==> src/rtl/eeprom_spi_pkg.sv <==
package eeprom_spi_pkg;
  localparam logic [7:0] CMD_WR_ENABLE = 8'h06;
  localparam logic [7:0] CMD_STATUS    = 8'h05;
  localparam logic [7:0] CMD_READ      = 8'h03;
  localparam logic [7:0] CMD_WRITE     = 8'h02;

  typedef enum logic [3:0] {
    S_IDLE, S_START, S_WREN, S_SEG, S_ADDR, S_DATA,
    S_POLL_OP, S_POLL_RD, S_GAP, S_FIN
  } seq_state_t;
endpackage

==> src/rtl/spi_byte_shifter.sv <==
module spi_byte_shifter #(
  parameter int HALF = 4
) (
  input  logic       clk,
  input  logic       rst,
  input  logic       go,
  input  logic [7:0] tx,
  input  logic       miso,
  output logic       sclk,
  output logic       mosi,
  output logic       done,
  output logic [7:0] rx
);
  localparam int DIV_W = $clog2(HALF) + 1;

  logic             active;
  logic [DIV_W-1:0] div;
  logic [2:0]       bitn;
  logic [7:0]       sh;

  always_ff @(posedge clk) begin
    if (rst) begin
      active <= 1'b0;
      div    <= '0;
      bitn   <= '0;
      sh     <= '0;
      rx     <= '0;
      sclk   <= 1'b0;
      mosi   <= 1'b0;
      done   <= 1'b0;
    end else begin
      done <= 1'b0;
      if (!active) begin
        if (go) begin
          active <= 1'b1;
          sh     <= tx;
          mosi   <= tx[7];
          div    <= '0;
          bitn   <= '0;
          sclk   <= 1'b0;
        end
      end else if (div == DIV_W'(HALF - 1)) begin
        div <= '0;
        if (!sclk) begin
          sclk <= 1'b1;
          rx   <= {rx[6:0], miso};
        end else begin
          sclk <= 1'b0;
          if (bitn == 3'd7) begin
            active <= 1'b0;
            done   <= 1'b1;
          end else begin
            bitn <= bitn + 3'd1;
            sh   <= {sh[6:0], 1'b0};
            mosi <= sh[6];
          end
        end
      end else begin
        div <= div + DIV_W'(1);
      end
    end
  end
endmodule

==> src/rtl/eeprom_seg_calc.sv <==
module eeprom_seg_calc #(
  parameter int PAGE  = 64,
  parameter int CNT_W = 16,
  localparam int PW   = $clog2(PAGE)
) (
  input  logic [PW-1:0]    off_low,
  input  logic [CNT_W-1:0] remain,
  output logic [CNT_W-1:0] seg
);
  logic [CNT_W:0] room;

  always_comb begin
    room = (CNT_W+1)'(PAGE) - (CNT_W+1)'(off_low);
    seg  = (room > {1'b0, remain}) ? remain : room[CNT_W-1:0];
  end
endmodule

==> src/rtl/spi_eeprom_ctrl.sv <==
module spi_eeprom_ctrl
  import eeprom_spi_pkg::*;
#(
  parameter int ADDR_BYTES = 2,
  parameter int DEV_SIZE   = 32768,
  parameter int PAGE_SIZE  = 64,
  parameter int CNT_W      = 16,
  parameter int SCK_HALF   = 4,
  parameter int CLK_KHZ    = 125000,
  parameter int TIMEOUT_MS = 25,
  parameter int MIN_POLLS  = 3,
  localparam int OFF_W     = 8 * ADDR_BYTES
) (
  input  logic             clk,
  input  logic             rst,
  input  logic             req_valid,
  input  logic             req_write,
  input  logic [OFF_W-1:0] req_offset,
  input  logic [CNT_W-1:0] req_count,
  input  logic [7:0]       wr_data,
  output logic             wr_take,
  output logic [7:0]       rd_data,
  output logic             rd_valid,
  output logic             busy,
  output logic             done,
  output logic [CNT_W-1:0] resp_len,
  output logic             resp_err,
  output logic             spi_sclk,
  output logic             spi_mosi,
  input  logic             spi_miso,
  output logic             spi_cs_n
);
  localparam int TO_CYC  = CLK_KHZ * TIMEOUT_MS;
  localparam int TO_W    = $clog2(TO_CYC + 1);
  localparam int GAP_CYC = 2 * SCK_HALF;
  localparam int GAP_W   = $clog2(GAP_CYC + 1);
  localparam int PC_W    = $clog2(MIN_POLLS + 1) + 1;
  localparam int PW      = $clog2(PAGE_SIZE);

  seq_state_t       st, gap_nx;
  logic             is_wr, fail, stat_ph;
  logic [OFF_W-1:0] off;
  logic [CNT_W-1:0] rem, total, wrote, seg, seg_left, seg_w;
  logic [1:0]       aleft;
  logic [PC_W-1:0]  polls;
  logic [TO_W-1:0]  timer;
  logic [GAP_W-1:0] gap_cnt;
  logic             eng_go, eng_done;
  logic [7:0]       eng_tx, eng_rx;

  logic [31:0] space32, clip32;
  logic [1:0]  aidx;
  logic [7:0]  addr_byte;

  always_comb begin
    space32   = 32'(DEV_SIZE) - 32'(req_offset);
    clip32    = (32'(req_count) > space32) ? space32 : 32'(req_count);
    aidx      = aleft - 2'd1;
    addr_byte = 8'(off >> {aidx, 3'b000});
  end

  eeprom_seg_calc #(.PAGE(PAGE_SIZE), .CNT_W(CNT_W)) u_seg (
    .off_low(off[PW-1:0]), .remain(rem), .seg(seg_w)
  );

  spi_byte_shifter #(.HALF(SCK_HALF)) u_shift (
    .clk(clk), .rst(rst), .go(eng_go), .tx(eng_tx), .miso(spi_miso),
    .sclk(spi_sclk), .mosi(spi_mosi), .done(eng_done), .rx(eng_rx)
  );

  assign busy = (st != S_IDLE);

  always_ff @(posedge clk) begin
    if (rst) begin
      st <= S_IDLE;  gap_nx <= S_IDLE;
      is_wr <= 1'b0; fail <= 1'b0; stat_ph <= 1'b0;
      off <= '0; rem <= '0; total <= '0; wrote <= '0;
      seg <= '0; seg_left <= '0; aleft <= '0;
      polls <= '0; timer <= '0; gap_cnt <= '0;
      eng_go <= 1'b0; eng_tx <= '0;
      wr_take <= 1'b0; rd_valid <= 1'b0; rd_data <= '0;
      done <= 1'b0; resp_len <= '0; resp_err <= 1'b0;
      spi_cs_n <= 1'b1;
    end else begin
      eng_go   <= 1'b0;
      wr_take  <= 1'b0;
      rd_valid <= 1'b0;
      done     <= 1'b0;
      if (timer != TO_W'(TO_CYC)) timer <= timer + TO_W'(1);
      case (st)
        S_IDLE: if (req_valid) begin
          is_wr <= req_write;
          off   <= req_offset;
          wrote <= '0;
          fail  <= 1'b0;
          if (32'(req_offset) >= 32'(DEV_SIZE)) begin
            fail  <= req_write;
            total <= '0;
            st    <= S_FIN;
          end else if (req_count == '0) begin
            total <= '0;
            st    <= S_FIN;
          end else begin
            rem   <= CNT_W'(clip32);
            total <= CNT_W'(clip32);
            st    <= S_START;
          end
        end
        S_START: begin
          spi_cs_n <= 1'b0;
          eng_go   <= 1'b1;
          aleft    <= 2'(ADDR_BYTES);
          seg_left <= rem;
          eng_tx   <= is_wr ? CMD_WR_ENABLE : CMD_READ;
          st       <= is_wr ? S_WREN : S_ADDR;
        end
        S_WREN: if (eng_done) begin
          spi_cs_n <= 1'b1;
          gap_nx   <= S_SEG;
          st       <= S_GAP;
        end
        S_SEG: begin
          spi_cs_n <= 1'b0;
          eng_go   <= 1'b1;
          eng_tx   <= CMD_WRITE;
          seg      <= seg_w;
          seg_left <= seg_w;
          aleft    <= 2'(ADDR_BYTES);
          st       <= S_ADDR;
        end
        S_ADDR: if (eng_done) begin
          eng_go <= 1'b1;
          if (aleft != 2'd0) begin
            eng_tx <= addr_byte;
            aleft  <= aidx;
          end else begin
            eng_tx  <= is_wr ? wr_data : 8'h00;
            wr_take <= is_wr;
            st      <= S_DATA;
          end
        end
        S_DATA: if (eng_done) begin
          if (!is_wr) begin
            rd_valid <= 1'b1;
            rd_data  <= eng_rx;
          end
          seg_left <= seg_left - CNT_W'(1);
          if (seg_left == CNT_W'(1)) begin
            spi_cs_n <= 1'b1;
            st       <= S_GAP;
            gap_nx   <= is_wr ? S_POLL_OP : S_FIN;
            polls    <= '0;
            timer    <= '0;
          end else begin
            eng_go  <= 1'b1;
            eng_tx  <= is_wr ? wr_data : 8'h00;
            wr_take <= is_wr;
          end
        end
        S_POLL_OP: begin
          spi_cs_n <= 1'b0;
          eng_go   <= 1'b1;
          eng_tx   <= CMD_STATUS;
          stat_ph  <= 1'b0;
          st       <= S_POLL_RD;
        end
        S_POLL_RD: if (eng_done) begin
          if (!stat_ph) begin
            stat_ph <= 1'b1;
            eng_go  <= 1'b1;
            eng_tx  <= 8'h00;
          end else begin
            spi_cs_n <= 1'b1;
            st       <= S_GAP;
            if (polls != PC_W'(MIN_POLLS)) polls <= polls + PC_W'(1);
            if (!eng_rx[0]) begin
              wrote  <= wrote + seg;
              off    <= off + OFF_W'(seg);
              rem    <= rem - seg;
              gap_nx <= (rem == seg) ? S_FIN : S_START;
            end else if ((polls + PC_W'(1) < PC_W'(MIN_POLLS)) ||
                         (timer < TO_W'(TO_CYC))) begin
              gap_nx <= S_POLL_OP;
            end else begin
              fail   <= 1'b1;
              gap_nx <= S_FIN;
            end
          end
        end
        S_GAP: begin
          if (gap_cnt == GAP_W'(GAP_CYC - 1)) begin
            gap_cnt <= '0;
            st      <= gap_nx;
          end else begin
            gap_cnt <= gap_cnt + GAP_W'(1);
          end
        end
        S_FIN: begin
          done     <= 1'b1;
          resp_len <= is_wr ? wrote : total;
          resp_err <= fail && (wrote == '0);
          st       <= S_IDLE;
        end
        default: st <= S_IDLE;
      endcase
    end
  end
endmodule

==> config.mk <==
export PLATFORM = sky130hd
export DESIGN_NAME = spi_eeprom_ctrl
export DESIGN_NICKNAME = d
export VERILOG_FILES = /design/src/rtl/eeprom_spi_pkg.sv /design/src/rtl/spi_byte_shifter.sv /design/src/rtl/eeprom_seg_calc.sv /design/src/rtl/spi_eeprom_ctrl.sv
export SDC_FILE = /design/constraint.sdc
export NUM_CORES = 1
export LEC_CHECK = 0
export ABC_AREA = 1
export BUFFER_PORTS_ARGS = -buffer_cell sky130_fd_sc_hd__buf_2
export CAP_MARGIN = 10
export CORE_AREA = 2 2 152 154
export CTS_BUF_LIST = sky130_fd_sc_hd__clkbuf_8
export DETAILED_ROUTE_END_ITERATION = 7
export DIE_AREA = 0 0 154 156
export HOLD_SLACK_MARGIN = 0.05
export PLACE_DENSITY_LB_ADDON = 0.05
export SLEW_MARGIN = 20
export SYNTH_ARGS = -nofsm -noshare
export SYNTH_HDL_FRONTEND = slang
export SYNTH_SLANG_ARGS = --single-unit
==> constraint.sdc <==
create_clock -name clk -period 2.3 [get_ports clk]
set_clock_uncertainty 0.1 [all_clocks]
set_input_delay 0.115 -clock clk [delete_from_list [all_inputs] [get_ports clk]]
set_output_delay 0.115 -clock clk [all_outputs]
set_load 0.05 [all_outputs]
==> metrics.txt <==
# TYPE chip_impl_metric gauge
chip_impl_info{name="run_status",value="finished, violations left"} 1
chip_impl_info{name="violations",value="setup timing"} 1
chip_impl_metric{name="async_flop_share",unit=""} 0
chip_impl_metric{name="clk-insertion-delay-late",unit="ps"} 550
chip_impl_metric{name="detail_route.iter0.violations",unit=""} 1108
chip_impl_metric{name="totalWireLength",unit="mm"} 41.03
chip_impl_metric{name="io_buffer_count",unit=""} 76
chip_impl_metric{name="post_route_fraction_of_the_period_consumed_by_the_critical_path",unit=""} 1.073
chip_impl_metric{name="detailroute.via_count",unit=""} 13866
chip_impl_info{name="synth_top_area_cell",value="sky130_fd_sc_hd__dfxtp_1"} 1
chip_impl_metric{name="layout_overhead_on_the_synthesized_area",unit="%"} 25.04
chip_impl_metric{name="number_of_maximum_capacitance_constraint_violations",unit=""} 0
chip_impl_metric{name="timing_worst_slew_pin_value",unit="ps"} 658.0
chip_impl_info{name="critPathCaptureType",value="flip-flop"} 1
chip_impl_metric{name="start_util",unit=""} 0.5702
chip_impl_metric{name="p_leak",unit="nW"} 7.409
chip_impl_metric{name="finish.net_count",unit=""} 2287
chip_impl_metric{name="number_of_vias_per_cell",unit=""} 5.625
chip_impl_metric{name="worst_slack",unit="ps"} -168.2
chip_impl_metric{name="cts_max_path_buffers",unit=""} 3
chip_impl_metric{name="drt-pass1-iter-count",unit=""} 5
chip_impl_metric{name="clkTransAtPathRegs",unit="ps"} 60
chip_impl_metric{name="filler_cell_count",unit=""} 1939
chip_impl_metric{name="synthDominantCellAreaShare",unit=""} 0.3155
chip_impl_info{name="clk_root_buffer_cell",value="sky130_fd_sc_hd__clkbuf_8"} 1
chip_impl_metric{name="slew_headroom",unit=""} 0.5580
chip_impl_metric{name="yosys_register_bits",unit=""} 201
chip_impl_metric{name="grt_max_degree",unit=""} 92
chip_impl_metric{name="syn-mean-instance-area",unit="sq um"} 6.611
chip_impl_metric{name="tritoncts.num_buffers",unit=""} 37
chip_impl_metric{name="gp_congestion",unit=""} 0.9889
chip_impl_metric{name="floorplan.die_area",unit="sq um"} 24020
chip_impl_info{name="class_of_the_worst_hold_path",value="in -> reg"} 1
chip_impl_metric{name="critPathMaxFanout",unit=""} 8
chip_impl_metric{name="die_h",unit="um"} 156
chip_impl_info{name="rsz0062_at_grt",value="true"} 1
chip_impl_metric{name="synth.lib_cells_used.distinct",unit=""} 51
chip_impl_metric{name="final_layout_size_suffix_gt1_frac",unit=""} 0.1954
chip_impl_info{name="cts_tree",value="yes"} 1
chip_impl_metric{name="worst_ir_drop_vdd",unit="V"} 0.0008554
chip_impl_metric{name="part_of_the_yosys_area_used_for_sequential_elements",unit=""} 0.3155
chip_impl_metric{name="hold_depth",unit=""} 6
chip_impl_metric{name="final-max-slew-violation-count",unit=""} 0
chip_impl_metric{name="max_freq",unit="GHz"} 0.4052
chip_impl_metric{name="setup_viol",unit=""} 14
chip_impl_metric{name="final_period_minus_worst_setup_slack",unit="ps"} 2468
chip_impl_metric{name="core-area",unit="sq um"} 22370
chip_impl_metric{name="yosys_warnings",unit=""} 0
chip_impl_metric{name="synth_enable_flop_cells",unit=""} 0
chip_impl_metric{name="detail_route.wl_per_cell",unit="um"} 16.64
chip_impl_metric{name="clock_sink_count",unit=""} 201
chip_impl_metric{name="worst-r2r-cell-count",unit=""} 16
chip_impl_metric{name="utilization",unit=""} 0.7130
chip_impl_metric{name="grt_total_usage",unit=""} 0.3318
chip_impl_metric{name="post_synth_inst_count",unit=""} 1929
chip_impl_metric{name="place.detailed.hpwl",unit="mm"} 30.24
chip_impl_metric{name="cp.arrival",unit="ps"} 2850
chip_impl_metric{name="gr-total-overflow",unit=""} 0
chip_impl_metric{name="rows",unit=""} 55
chip_impl_metric{name="fin_worst_hold_slack",unit="ps"} 60.38
chip_impl_metric{name="cp_data_required_time",unit="ps"} 2680
chip_impl_metric{name="postRouteAntennaNets",unit=""} 0
chip_impl_metric{name="antenna-diode-count",unit=""} 0
chip_impl_info{name="start_kind",value="flip-flop"} 1
chip_impl_metric{name="ios",unit=""} 77
chip_impl_metric{name="cts-htree-levels",unit=""} 2
chip_impl_metric{name="netlist_area",unit="sq um"} 12750
chip_impl_metric{name="number_of_global_route_vias_before_repair",unit=""} 12821
chip_impl_metric{name="synth.net_count",unit=""} 2058
chip_impl_info{name="synthTopCellsByArea",value="sky130_fd_sc_hd__dfxtp_1 32%, sky130_fd_sc_hd__nand2_1 14%, sky130_fd_sc_hd__a21oi_1 8.1%"} 1
chip_impl_metric{name="power_density",unit="nW/um^2"} 1072
chip_impl_metric{name="x_dimension_of_the_die",unit="um"} 154
chip_impl_info{name="synth_ff_type",value="sky130_fd_sc_hd__dfxtp_1"} 1
chip_impl_metric{name="initial_antenna_violation_count",unit=""} 0
chip_impl_metric{name="grt_first_pass_wirelength",unit="mm"} 64.46
chip_impl_metric{name="drc",unit=""} 0
chip_impl_metric{name="finalHoldViolCount",unit=""} 0
chip_impl_info{name="path_class",value="reg -> reg"} 1
[where the power goes]
group | internal, W | total, W | switching, W
sequential | 0.00410 | 0.00471 | 0.000610
combinational | 0.00332 | 0.00891 | 0.00559
clock | 0.00193 | 0.00348 | 0.00155
[layout by cell type, fill, tap and decap left out, types with 43 or more instances in the layout]
master,count
sky130_fd_sc_hd__nand3_1,116
sky130_fd_sc_hd__nor2_1,195
sky130_fd_sc_hd__o21ai_0,110
sky130_fd_sc_hd__buf_4,117
sky130_fd_sc_hd__clkbuf_8,43
sky130_fd_sc_hd__ha_1,69
sky130_fd_sc_hd__dfxtp_1,192
sky130_fd_sc_hd__buf_2,76
sky130_fd_sc_hd__nand2_1,434
sky130_fd_sc_hd__inv_1,200
sky130_fd_sc_hd__a21oi_1,185
[routing by layer]
metal	routed length, um	GRT usage	up-vias
met5	0	0	-
met4	1631	0.1335	0
met3	2606	0.05056	101
met2	18630	0.5531	502
met1	18170	0.4325	6410
li1	-	-	6853
[final cells by class]
class,instances,area [sq um],area share
Multi-Input combinational cell,1458,8173,0.5125
Timing Repair Buffer,246,1841,0.1154
Clock buffer,43,591.8,0.03711
Tap cell,285,356.6,0.02236
Inverter,214,810.8,0.05084
Sequential cell,201,4035,0.2530
Clock inverter,18,138.9,0.008709
[metrics by stage]
stage / TNS (ps) / power [W] / instance area [sq um] / std cells / setup slack, ps
after floorplan: 0 / 0.009882 / 12790 / 1929 / 8.856
after global placement: -8564 / 0.01204 / 14240 / 2356 / -270.5
after detailed placement: -10360 / 0.01214 / 14240 / 2356 / -302.9
after CTS: -1.227 / 0.01607 / 15520 / 2462 / -1.227
after global routing: -3273 / 0.01825 / 15950 / 2465 / -255.3
final: -1781 / 0.01710 / 15950 / 2465 / -168.2
[cells in the mapped netlist, types with 3 or more instances]
cell	count
sky130_fd_sc_hd__nand3_1	131
sky130_fd_sc_hd__a221oi_1	3
sky130_fd_sc_hd__nor3_1	35
sky130_fd_sc_hd__o21ai_1	12
sky130_fd_sc_hd__o21ai_0	115
sky130_fd_sc_hd__nand4_1	16
sky130_fd_sc_hd__nor2_1	207
sky130_fd_sc_hd__fa_1	3
sky130_fd_sc_hd__a21o_1	7
sky130_fd_sc_hd__xor2_1	34
sky130_fd_sc_hd__mux2i_1	6
sky130_fd_sc_hd__clkbuf_1	34
sky130_fd_sc_hd__inv_2	11
sky130_fd_sc_hd__a211oi_1	6
sky130_fd_sc_hd__o221ai_1	3
sky130_fd_sc_hd__buf_2	13
sky130_fd_sc_hd__nor3b_1	3
sky130_fd_sc_hd__buf_4	4
sky130_fd_sc_hd__o21bai_1	11
sky130_fd_sc_hd__nand3_2	3
sky130_fd_sc_hd__or2_2	9
sky130_fd_sc_hd__ha_1	81
sky130_fd_sc_hd__a21oi_1	206
sky130_fd_sc_hd__nor2_4	5
sky130_fd_sc_hd__dfxtp_1	201
sky130_fd_sc_hd__xnor2_1	13
sky130_fd_sc_hd__nand2_2	12
sky130_fd_sc_hd__inv_1	202
sky130_fd_sc_hd__nand2_1	461
sky130_fd_sc_hd__nor2_2	7
sky130_fd_sc_hd__a31oi_1	30
sky130_fd_sc_hd__nand3b_1	6
sky130_fd_sc_hd__o22ai_1	5
sky130_fd_sc_hd__nand2_4	3
sky130_fd_sc_hd__nor4_1	8
[cell families after synthesis]
kind of cell | share of synthesized area
adder cells (fa/ha/maj) | 0.08418
AND/OR/NAND/NOR | 0.3044
flip-flops | 0.3155
buffers and inverters | 0.08319
multiplexers | 0.004709
XOR/XNOR | 0.03228
AO/OA/AOI/OAI | 0.1757
[worst paths after layout]
check	startpoint	end	slack (ps)
max	off[0]$_SDFFE_PP0P_	seg_left[6]$_SDFFE_PP0P_	-170
min	req_offset[0]	rem[0]$_SDFFE_PP0P_	60
max reg2reg	off[0]$_SDFFE_PP0P_	seg_left[6]$_SDFFE_PP0P_	-170
min reg2reg	polls[1]$_SDFFE_PP0P_	polls[1]$_SDFFE_PP0P_	350
[critical path, cell delays in order (launching register included)]
cell and delay [ps]:
sky130_fd_sc_hd__dfxtp_2 330, sky130_fd_sc_hd__inv_2 90, sky130_fd_sc_hd__ha_4 150, sky130_fd_sc_hd__inv_2 50
sky130_fd_sc_hd__nor2_4 130, sky130_fd_sc_hd__nand3_2 120, sky130_fd_sc_hd__buf_6 150, sky130_fd_sc_hd__nor2_4 100
sky130_fd_sc_hd__ha_4 160, sky130_fd_sc_hd__nand2_4 60, sky130_fd_sc_hd__nor4b_4 290, sky130_fd_sc_hd__nor2_2 90
sky130_fd_sc_hd__nand2_4 150, sky130_fd_sc_hd__inv_6 80, sky130_fd_sc_hd__nand2_1 90, sky130_fd_sc_hd__nand3_2 110
sky130_fd_sc_hd__a21oi_2 150
[state kept, by name, summed over array words and instances, names as in the netlist, 16 cells and up]
register	count
off	16
rem	16
resp_len	16
seg	16
seg_left	16
timer	22
total	16
wrote	16
[what timing repair did]
item                                    4_1_cts  5_1_grt
pin swaps                                    17       44
gates resized for setup                      33      103
setup buffers                                 5        3
hold buffers                                 40        0
endpoints found under the setup margin       14       63
endpoints found under the hold margin       104        0
Note: power is estimated with default switching activity, not from simulation.
